==> src/rtl/lcr_rx_pkg.sv <==
package lcr_rx_pkg;
  typedef enum logic [2:0] {ST_IDLE, ST_START, ST_DATA, ST_PAR, ST_STOP} rx_state_e;

  typedef struct packed {
    logic       par_stick;
    logic       par_even;
    logic       par_en;
    logic [1:0] wlen;
  } line_cfg_t;
endpackage

==> src/rtl/lcr_rx_sync.sv <==
module lcr_rx_sync #(
  parameter int STAGES = 2
) (
  input  logic clk_i,
  input  logic rst_ni,
  input  logic d_i,
  output logic q_o
);
  logic [STAGES-1:0] ff_q;

  always_ff @(posedge clk_i or negedge rst_ni) begin
    if (!rst_ni) ff_q <= '1;
    else         ff_q <= {ff_q[STAGES-2:0], d_i};
  end

  assign q_o = ff_q[STAGES-1];
endmodule

==> src/rtl/lcr_rx_frame.sv <==
module lcr_rx_frame
  import lcr_rx_pkg::*;
#(
  parameter int OVERSAMPLE = 16,
  parameter int DATA_W     = 8
) (
  input  logic              clk_i,
  input  logic              rst_ni,
  input  logic              tick_i,
  input  logic              rxd_i,
  input  line_cfg_t         cfg_i,
  output logic              done_o,
  output logic [DATA_W-1:0] data_o,
  output logic              perr_o,
  output logic              ferr_o,
  output logic              brk_o
);
  localparam int CNT_W = $clog2(OVERSAMPLE);
  localparam int IDX_W = $clog2(DATA_W);
  localparam logic [CNT_W-1:0] HALF_M1 = CNT_W'(OVERSAMPLE / 2 - 1);
  localparam logic [CNT_W-1:0] FULL_M1 = CNT_W'(OVERSAMPLE - 1);

  rx_state_e         state_q;
  logic [CNT_W-1:0]  cnt_q;
  logic [IDX_W-1:0]  idx_q;
  logic [DATA_W-1:0] shreg_q;
  logic              par_q, zero_q;
  line_cfg_t         cfg_q;

  logic [IDX_W-1:0]  last_idx;
  logic [IDX_W-1:0]  shamt;
  logic              mid_bit, ones_odd, perr_d;

  assign last_idx = IDX_W'(4) + IDX_W'(cfg_q.wlen);
  assign shamt    = IDX_W'(3) - IDX_W'(cfg_q.wlen);
  assign mid_bit  = tick_i && (cnt_q == FULL_M1);
  assign ones_odd = (^shreg_q) ^ par_q;

  always_comb begin
    if (!cfg_q.par_en)         perr_d = 1'b0;
    else if (cfg_q.par_stick)  perr_d = (par_q == cfg_q.par_even);
    else if (cfg_q.par_even)   perr_d = ones_odd;
    else                       perr_d = ~ones_odd;
  end

  always_ff @(posedge clk_i or negedge rst_ni) begin
    if (!rst_ni) begin
      state_q <= ST_IDLE;
      cnt_q   <= '0;
      idx_q   <= '0;
      shreg_q <= '0;
      par_q   <= 1'b0;
      zero_q  <= 1'b0;
      cfg_q   <= '0;
      done_o  <= 1'b0;
      data_o  <= '0;
      perr_o  <= 1'b0;
      ferr_o  <= 1'b0;
      brk_o   <= 1'b0;
    end else begin
      done_o <= 1'b0;
      if (tick_i && state_q != ST_IDLE && !mid_bit && !(state_q == ST_START && cnt_q == HALF_M1))
        cnt_q <= cnt_q + 1'b1;
      unique case (state_q)
        ST_IDLE: if (tick_i && !rxd_i) begin
          state_q <= ST_START;
          cnt_q   <= '0;
          cfg_q   <= cfg_i;
        end
        ST_START: if (tick_i && cnt_q == HALF_M1) begin
          cnt_q <= '0;
          if (rxd_i) state_q <= ST_IDLE;  // false start
          else begin
            state_q <= ST_DATA;
            idx_q   <= '0;
            shreg_q <= '0;
            par_q   <= 1'b0;
            zero_q  <= 1'b1;
          end
        end
        ST_DATA: if (mid_bit) begin
          cnt_q   <= '0;
          shreg_q <= {rxd_i, shreg_q[DATA_W-1:1]};
          zero_q  <= zero_q & ~rxd_i;
          idx_q   <= idx_q + 1'b1;
          if (idx_q == last_idx) state_q <= cfg_q.par_en ? ST_PAR : ST_STOP;
        end
        ST_PAR: if (mid_bit) begin
          cnt_q   <= '0;
          par_q   <= rxd_i;
          zero_q  <= zero_q & ~rxd_i;
          state_q <= ST_STOP;
        end
        ST_STOP: if (mid_bit) begin
          cnt_q   <= '0;
          state_q <= ST_IDLE;
          done_o  <= 1'b1;
          data_o  <= shreg_q >> shamt;
          perr_o  <= perr_d;
          ferr_o  <= ~rxd_i;
          brk_o   <= zero_q & ~rxd_i;
        end
        default: state_q <= ST_IDLE;
      endcase
    end
  end

  p_false_start_r2: assert property (@(posedge clk_i) disable iff (!rst_ni)
    (state_q == ST_START && tick_i && cnt_q == HALF_M1 && rxd_i) |=> (state_q == ST_IDLE && !done_o));

  p_break_is_framing_r7: assert property (@(posedge clk_i) disable iff (!rst_ni)
    (done_o && brk_o) |-> ferr_o);

  p_zero_fill_r1: assert property (@(posedge clk_i) disable iff (!rst_ni)
    (done_o && cfg_q.wlen == 2'b00) |-> (data_o[DATA_W-1:5] == '0));

  p_no_parity_r11: assert property (@(posedge clk_i) disable iff (!rst_ni)
    (done_o && !cfg_q.par_en) |-> !perr_o);
endmodule

==> src/rtl/lcr_rx_status.sv <==
module lcr_rx_status #(
  parameter int DATA_W = 8
) (
  input  logic              clk_i,
  input  logic              rst_ni,
  input  logic              done_i,
  input  logic [DATA_W-1:0] data_i,
  input  logic              perr_i,
  input  logic              ferr_i,
  input  logic              brk_i,
  input  logic              rd_i,
  output logic [DATA_W-1:0] data_o,
  output logic              ready_o,
  output logic              perr_o,
  output logic              ferr_o,
  output logic              brk_o,
  output logic              overrun_o
);
  always_ff @(posedge clk_i or negedge rst_ni) begin
    if (!rst_ni) begin
      data_o    <= '0;
      ready_o   <= 1'b0;
      perr_o    <= 1'b0;
      ferr_o    <= 1'b0;
      brk_o     <= 1'b0;
      overrun_o <= 1'b0;
    end else if (done_i) begin
      data_o    <= data_i;
      ready_o   <= 1'b1;
      perr_o    <= perr_i;
      ferr_o    <= ferr_i;
      brk_o     <= brk_i;
      overrun_o <= (ready_o && !rd_i) || (overrun_o && !rd_i);
    end else if (rd_i) begin
      ready_o   <= 1'b0;
      overrun_o <= 1'b0;
    end
  end

  p_ready_set_r8: assert property (@(posedge clk_i) disable iff (!rst_ni)
    done_i |=> ready_o);

  p_read_clear_r8: assert property (@(posedge clk_i) disable iff (!rst_ni)
    (rd_i && !done_i) |=> (!ready_o && !overrun_o));

  p_overrun_r9: assert property (@(posedge clk_i) disable iff (!rst_ni)
    (done_i && ready_o && !rd_i) |=> overrun_o);
endmodule

==> src/rtl/lcr_uart_rx.sv <==
module lcr_uart_rx
  import lcr_rx_pkg::*;
#(
  parameter int OVERSAMPLE  = 16,
  parameter int SYNC_STAGES = 2
) (
  input  logic       clk_i,
  input  logic       rst_ni,
  input  logic       rxd_i,
  input  logic       tick_i,
  input  logic [5:0] line_ctrl_i,
  input  logic       rd_i,
  output logic [7:0] data_o,
  output logic       ready_o,
  output logic       parity_err_o,
  output logic       frame_err_o,
  output logic       break_o,
  output logic       overrun_o
);
  localparam int DATA_W = 8;

  logic              rxd_s, done;
  logic [DATA_W-1:0] frm_data;
  logic              frm_perr, frm_ferr, frm_brk;
  line_cfg_t         cfg;
  logic              unused_stop_sel;

  // stop-bit setting only matters to the transmitter
  assign unused_stop_sel = line_ctrl_i[2];
  assign cfg = line_cfg_t'({line_ctrl_i[5:3], line_ctrl_i[1:0]});

  lcr_rx_sync #(.STAGES(SYNC_STAGES)) u_sync (
    .clk_i (clk_i),
    .rst_ni(rst_ni),
    .d_i   (rxd_i),
    .q_o   (rxd_s)
  );

  lcr_rx_frame #(.OVERSAMPLE(OVERSAMPLE), .DATA_W(DATA_W)) u_frame (
    .clk_i (clk_i),
    .rst_ni(rst_ni),
    .tick_i(tick_i),
    .rxd_i (rxd_s),
    .cfg_i (cfg),
    .done_o(done),
    .data_o(frm_data),
    .perr_o(frm_perr),
    .ferr_o(frm_ferr),
    .brk_o (frm_brk)
  );

  lcr_rx_status #(.DATA_W(DATA_W)) u_status (
    .clk_i    (clk_i),
    .rst_ni   (rst_ni),
    .done_i   (done),
    .data_i   (frm_data),
    .perr_i   (frm_perr),
    .ferr_i   (frm_ferr),
    .brk_i    (frm_brk),
    .rd_i     (rd_i),
    .data_o   (data_o),
    .ready_o  (ready_o),
    .perr_o   (parity_err_o),
    .ferr_o   (frame_err_o),
    .brk_o    (break_o),
    .overrun_o(overrun_o)
  );
endmodule

==> config.mk <==
export PLATFORM = sky130hd
export DESIGN_NAME = lcr_uart_rx
export DESIGN_NICKNAME = d
export VERILOG_FILES = /design/src/rtl/lcr_rx_pkg.sv /design/src/rtl/lcr_rx_sync.sv /design/src/rtl/lcr_rx_frame.sv /design/src/rtl/lcr_rx_status.sv /design/src/rtl/lcr_uart_rx.sv
export SDC_FILE = /design/constraint.sdc
export NUM_CORES = 1
export LEC_CHECK = 0
export BUFFER_PORTS_ARGS = -buffer_cell sky130_fd_sc_hd__buf_2
export CAP_MARGIN = 10
export CORE_MARGIN = 2
export CORE_UTILIZATION = 55
export DETAILED_ROUTE_END_ITERATION = 10
export HOLD_SLACK_MARGIN = 0.08
export PLACE_DENSITY = 0.83
export SYNTH_ARGS = -nofsm -noshare
export SYNTH_HDL_FRONTEND = slang
export SYNTH_SLANG_ARGS = --single-unit
export TNS_END_PERCENT = 50
==> constraint.sdc <==
create_clock -name clk_i -period 1.7 [get_ports clk_i]
set_input_delay 0.085 -clock clk_i [delete_from_list [all_inputs] [get_ports clk_i]]
set_output_delay 0.085 -clock clk_i [all_outputs]
set_load 0.005 [all_outputs]
# After elaboration in Yosys (flattened, before gate mapping)
# Index checks and enable logic that the tools add are counted.
[word_totals]
word_cells = 114
latchBits = 0
mem_bits_rw = 0
regBits = 52
memories = 0
rom_bits = 0
[classes]
muxes = 38
div = 0
magnitude_cmp = 0
reduce_logical = 29
n_eq_ne = 16
n_addsub = 4
bitwise = 4
mul = 0
n_shift = 1
[ops]
columns = ["cell", "count"]
rows = [
  ["3-bit 2-to-1 mux", 10],
  ["8-bit 2-to-1 mux", 3],
  ["4-bit 2-to-1 mux", 4],
  ["8-bit case mux with 2 select lines", 1],
  ["3-bit case mux with 5 select lines", 1],
  ["1-bit 2-to-1 mux", 14],
  ["2-bit by 1-bit inequality test with 1-bit output (second input constant)", 6],
  ["4-bit case mux with 3 select lines", 1],
  ["4-bit AND reduction", 3],
  ["1-bit logical AND", 9],
  ["2-bit nonzero test", 4],
  ["8-bit parity", 1],
  ["8-bit by 3-bit right shift with 8-bit output", 1],
  ["3-bit by 2-bit == test with 1-bit output (second input constant)", 2],
  ["3-bit case mux with 2 select lines", 1],
  ["6-bit AND reduction", 1],
  ["4-bit by 1-bit adder with 4-bit output (second input constant)", 1],
  ["4-bit by 3-bit == test with 1-bit output (second input constant)", 1],
  ["4-bit == test (second input constant)", 1],
  ["1-bit logical NOT", 4],
  ["2-bit inequality test (second input constant)", 2],
  ["1-bit case mux with 2 select lines", 2],
  ["2-bit AND reduction", 2],
  ["3-bit by 1-bit adder with 3-bit output (second input constant)", 1],
  ["other kinds (15)", 16],
]

# Depth between registers and ports, before layout
[logic_depth]
ltp_word = 8
ltp_mapped = 7
depth_no_buf = 6

# Cells and area by module
# From an unflattened synthesis, not the netlist that was laid out.
[hier_totals]
hier_cells = 219
hier_area_um2 = 2468.6
[by_module_without_submodules]
columns = ["module", "area_each_um2", "instances", "cells_each"]
rows = [
  ["lcr_rx_frame", 1904.3, 1, 188],
  ["lcr_rx_status", 511.7, 1, 29],
  ["lcr_rx_sync", 52.6, 1, 2],
]

# Least setup slack after synthesis
# No wires, ideal clock.
[synth_path]
kind = "reg2reg"
from = "register u_sync.ff_q[1]"
to = "register u_frame.state_q[0]"
synth_period_minus_slack_ns = 1.505
arrival_ns = 1.385
path_stages_with_launch = 7
required_ns = 1.580
n_path_buf = 1
setup_time_ns = 0.120
setup_slack_ns = 0.195
cell_sequence = "dfstp_2 -> clkbuf_1 -> nor3b_1 -> nor2b_1 -> o21bai_1 -> nand3_1 -> o211a_1"
[synth_via]
elab_chain_len = 4
[synth_rtl]
columns = ["element", "line_no", "text"]
rows = [
  ["start: declaration", "lcr_rx_sync.sv:9", "logic [STAGES-1:0] ff_q;"],
  ["start signal: assignment", "lcr_rx_sync.sv:13", "else ff_q <= {ff_q[STAGES-2:0], d_i};"],
  ["1-bit logical NOT", "lcr_rx_frame.sv:65", "ST_IDLE: if (tick_i && !rxd_i) begin"],
  ["1-bit logical AND", "lcr_rx_frame.sv:65", ""],
  ["2-bit by 1-bit inequality test with 1-bit output (no source line)", "-", ""],
  ["6-bit AND reduction (no source line)", "-", ""],
  ["end signal: assignment", "lcr_rx_frame.sv:86", "if (idx_q == last_idx) state_q <= cfg_q.par_en ? ST_PAR : ST_STOP;"],
  ["end: declaration", "lcr_rx_frame.sv:23", "rx_state_e state_q;"],
]
# Every way passes these cells.
# A chain may end at the register's enable or synchronous reset.

# Worst setup path in the final report
[layout_path]
from = "register u_frame.state_q[1]"
to = "register u_frame.cnt_q[0]"
[layout_via]
elab_chain_len = 7
elab_cells_between_ends = 17
[layout_rtl]
columns = ["element", "line_no", "text"]
rows = [
  ["3-bit by 1-bit == test with 1-bit output or 3-bit nonzero test (tied branches)", "lcr_rx_frame.sv:62, lcr_rx_frame.sv:64", ""],
  ["1-bit logical AND", "lcr_rx_frame.sv:62", "if (tick_i && state_q != ST_IDLE && !mid_bit && !(state_q == ST_START && cnt_q == HALF_M1))"],
  ["1-bit logical NOT or 1-bit logical AND (tied branches)", "lcr_rx_frame.sv:62", ""],
  ["1-bit logical AND", "lcr_rx_frame.sv:62", ""],
  ["4-bit 2-to-1 mux", "lcr_rx_frame.sv:62", ""],
  ["4-bit 2-to-1 mux, on equally long branches", "-", ""],
  ["4-bit case mux with 3 select lines (*)", "lcr_rx_frame.sv:64", "unique case (state_q)"],
  ["end signal: assignment", "lcr_rx_frame.sv:63", "cnt_q <= cnt_q + 1'b1;"],
  ["end: declaration", "lcr_rx_frame.sv:24", "logic [CNT_W-1:0] cnt_q;"],
]
# Mark *: on every way between the ends. The rest lies on a longest branch, timed or not.

==> qor.csv <==
stage,metric,value,unit
floorplan,coreArea,4324,um^2
detailed_routing,ant_nets,0,
sta,final.setup.worst_slack,0.08896,ns
final_layout,area_growth,17.96,%
floorplan,fp.dieH,70.96,um
detailed_routing,wl_per_cell,14.99,um
sta,skew,0.01018,ns
sta,slew_violations,0,
worst_hold_path,whs_path_depth,3,
clocking,htreeDepth,2,
clocking,cts_made_buffers,5,
detailed_routing,via_per_inst,5.746,
worst_setup_path,slowest_stage,dfrtp_2,
clocking,clk_pin_slew,0.10,ns
sta,final.period_utilization,0.9477,
clocking,postCtsSetupBuffers,0,
global_routing,grt_pass1_wl,8.190,mm
sta,slew_headroom,0.6646,
clocking,clk_latency,0.31,ns
worst_setup_path,r2r_cells,5,
global_routing,grtUsageMet1,0.2794,
floorplan,rows,24,
power_and_ir_drop,power_leakage,0.001410,uW
sta,hold_violations,0,
worst_hold_path,hp-class,input port to flip-flop,
final_layout,final_core_util,0.6727,
clocking,cts_sinks,52,
global_routing,grt.met3_usage,0.04701,
worst_setup_path,cp_max_fo,10,
global_routing,antenna_found_initial,0,
worst_setup_path,ff2ff_setup_slack,0.09,ns
synthesis,synth_edf_count,0,
sta,final-setup-viol-count,0,
sta,whs,0.1097,ns
floorplan,start_util,0.5703,
clocking,clock_tree.root_cell,clkbuf_8,
global_routing,grt_max_degree,24,
synthesis,synthesis.area,2466,um^2
flow_run,cap_violations,0,
floorplan,io_pins,24,
synthesis,post_synth_num_cell_types,42,
sta,clock.fmax,620.7,MHz
global_routing,grt_remaining_overflow,0,
detailed_routing,drtIter0Drc,145,
synthesis,yosys_warnings,0,
detailed_routing,dr.pass1.iters,4,
synthesis,ys_seq_area_frac,0.5287,
final_layout,most-common-layout-cells,"dfrtp_1 (48), nand2_1 (24), buf_2 (22)",
global_routing,gr-usage-met2,0.3416,
run_status,status,"finished, final reports clean",
global_routing,grt_pass1_vias,1810,
synthesis,syn_avg_cell_area,10.82,um^2
floorplan,die_x,70.96,um
placed_design,place.port_buffers,22,
placed_design,post-place-ws,0.01912,ns
clocking,cts_tree,yes,
worst_setup_path,path_class,flip-flop to flip-flop,
worst_setup_path,critPathCaptureType,flip-flop,
synthesis,syn_nets,241,
global_routing,track_usage,0.2093,
placed_design,hpwlAfterDp,3.410,mm
final_layout,drive_above_1_share,0.2694,
worst_setup_path,path_cells,or3_1 > a2bb2o_4 > nand2_1 > xor2_1 > nor2_1,
worst_setup_path,cp.arrival,1.80,ns
worst_setup_path,cpPeakStageDelay,0.48,ns
final_layout,final_common_cell,dfrtp_1,
final_layout,antenna_cells,0,
placed_design,gp_congestion,0.8822,
power_and_ir_drop,max-vdd-ir-drop,0.0008133,V
worst_setup_path,cp.required,1.89,ns
detailed_routing,vias,1856,
power_and_ir_drop,powerDensity,1079,nW/um^2
synthesis,async_reset_ff_frac,1.000,
synthesis,yosys_most_used_dff,dfrtp_1,
final_layout,nFillCells,341,
floorplan,die_area,5035,um^2
detailed_routing,drc,0,
clocking,cts_buffer_depth,2,
sta,min_period,1.611,ns
sta,tightest_slew,0.5031,ns
synthesis,ys_ff_latch,52,
worst_setup_path,startpoint_type,flip-flop,
global_routing,grt_busiest_layer,met2,
final_layout,fin_nets,283,
synthesis,syn_inst,228,
detailed_routing,wl,4.842,mm
sta,fin_tns_setup,0,ns
## worst paths after layout
kind                                      endpoint               start
max in group asynchronous       u_frame.shreg_q[6]              rst_ni
worst min register to register      u_sync.ff_q[1]      u_sync.ff_q[0]
worst max-delay path              u_frame.cnt_q[0]  u_frame.state_q[1]
worst max register to register    u_frame.cnt_q[0]  u_frame.state_q[1]
min in group asynchronous           u_frame.perr_o              rst_ni
worst min-delay path              u_frame.cnt_q[1]              tick_i
## registers in the layout, indices dropped and copies added (netlist names), 2 cells and up
| name | flops |
|---|---|
| u_frame.data_o | 8 |
| u_frame.shreg_q | 8 |
| u_status.data_o | 8 |
| u_frame.cfg_q | 5 |
| u_frame.cnt_q | 4 |
| u_frame.idx_q | 3 |
| u_frame.state_q | 3 |
| u_sync.ff_q | 2 |
## power by group
part	internal, uW	switching, uW	total, uW
Combinational	410	402	812
Sequential	1370	213	1590
Clock	303	438	741
## routing by layer
metal | vias up | routed length [um]
li1 | 892 | -
met2 | 45 | 2376
met5 | - | 0
met4 | 0 | 80
met3 | 6 | 185
met1 | 913 | 2199
## logic make-up after synthesis
kind of cell    after synthesis  synth area share
simple gates                 67            0.1314
compound gates               52            0.1431
flops                        52            0.5287
mux                          25            0.1126
buf+inv                      18           0.03145
xor+xnor                     12           0.04262
fa+ha+maj                     2           0.01015
## per-stage QoR
step / total power [uW] / instance area [um^2] / cells
final: 3138 / 2909 / 323
after global routing: 3312 / 2909 / 323
after CTS: 3132 / 2894 / 323
after detailed placement: 2378 / 2718 / 307
after global placement: 2334 / 2718 / 307
after floorplan: 2127 / 2466 / 228
## Yosys cell counts (2+ instances only)
library cell  count  area, um^2
nand3_2           2       20.02
clkbuf_1          4       15.01
mux2_1            9       101.4
mux2_2           13       146.4
inv_1             4       15.01
nor2_1           12       45.04
nand2b_1          4       25.02
a21o_1            2       15.01
nor3_1            5       25.02
ha_1              2       25.02
or3_1             2       12.51
xnor2_1          10       87.58
nor4_1            2       12.51
and3_1            2       12.51
dfstp_2           2       52.55
a21oi_1          11       55.05
nand3_1           8       40.04
a211oi_1          3       22.52
a31oi_1           2       12.51
nand2_1          24       90.09
xor2_1            2       17.52
nor2b_1           3       18.77
o21ai_1          12       60.06
buf_2             8       40.04
o21ai_0           4       20.02
a22o_1            9       78.83
dfrtp_1          50        1251
mux2i_1           3       30.03
## what timing repair did
item | in CTS | in global routing
endpoints found under the hold margin | 60 | 0
endpoints found under the setup margin | 0 | 16
resized for setup | 0 | 6
hold buffers | 8 | 0
## cell type report
type / instances / area [um^2] / area share
Clock inverter: 3 / 27.53 / 0.009462
Clock buffer: 5 / 68.82 / 0.02366
Timing Repair Buffer: 48 / 325.3 / 0.1118
Tap cell: 52 / 65.06 / 0.02237
Inverter: 5 / 18.77 / 0.006452
Multi-Input combinational cell: 158 / 1097 / 0.3772
Sequential cell: 52 / 1306 / 0.4490
## critical path, delay by kind of cell (launching register included)
kind	cells	cell delay, ns
compound gates	1	0.24
xor+xnor	1	0.17
flops	1	0.48
simple gates	3	0.60
Power figures use the tool's default switching activity.
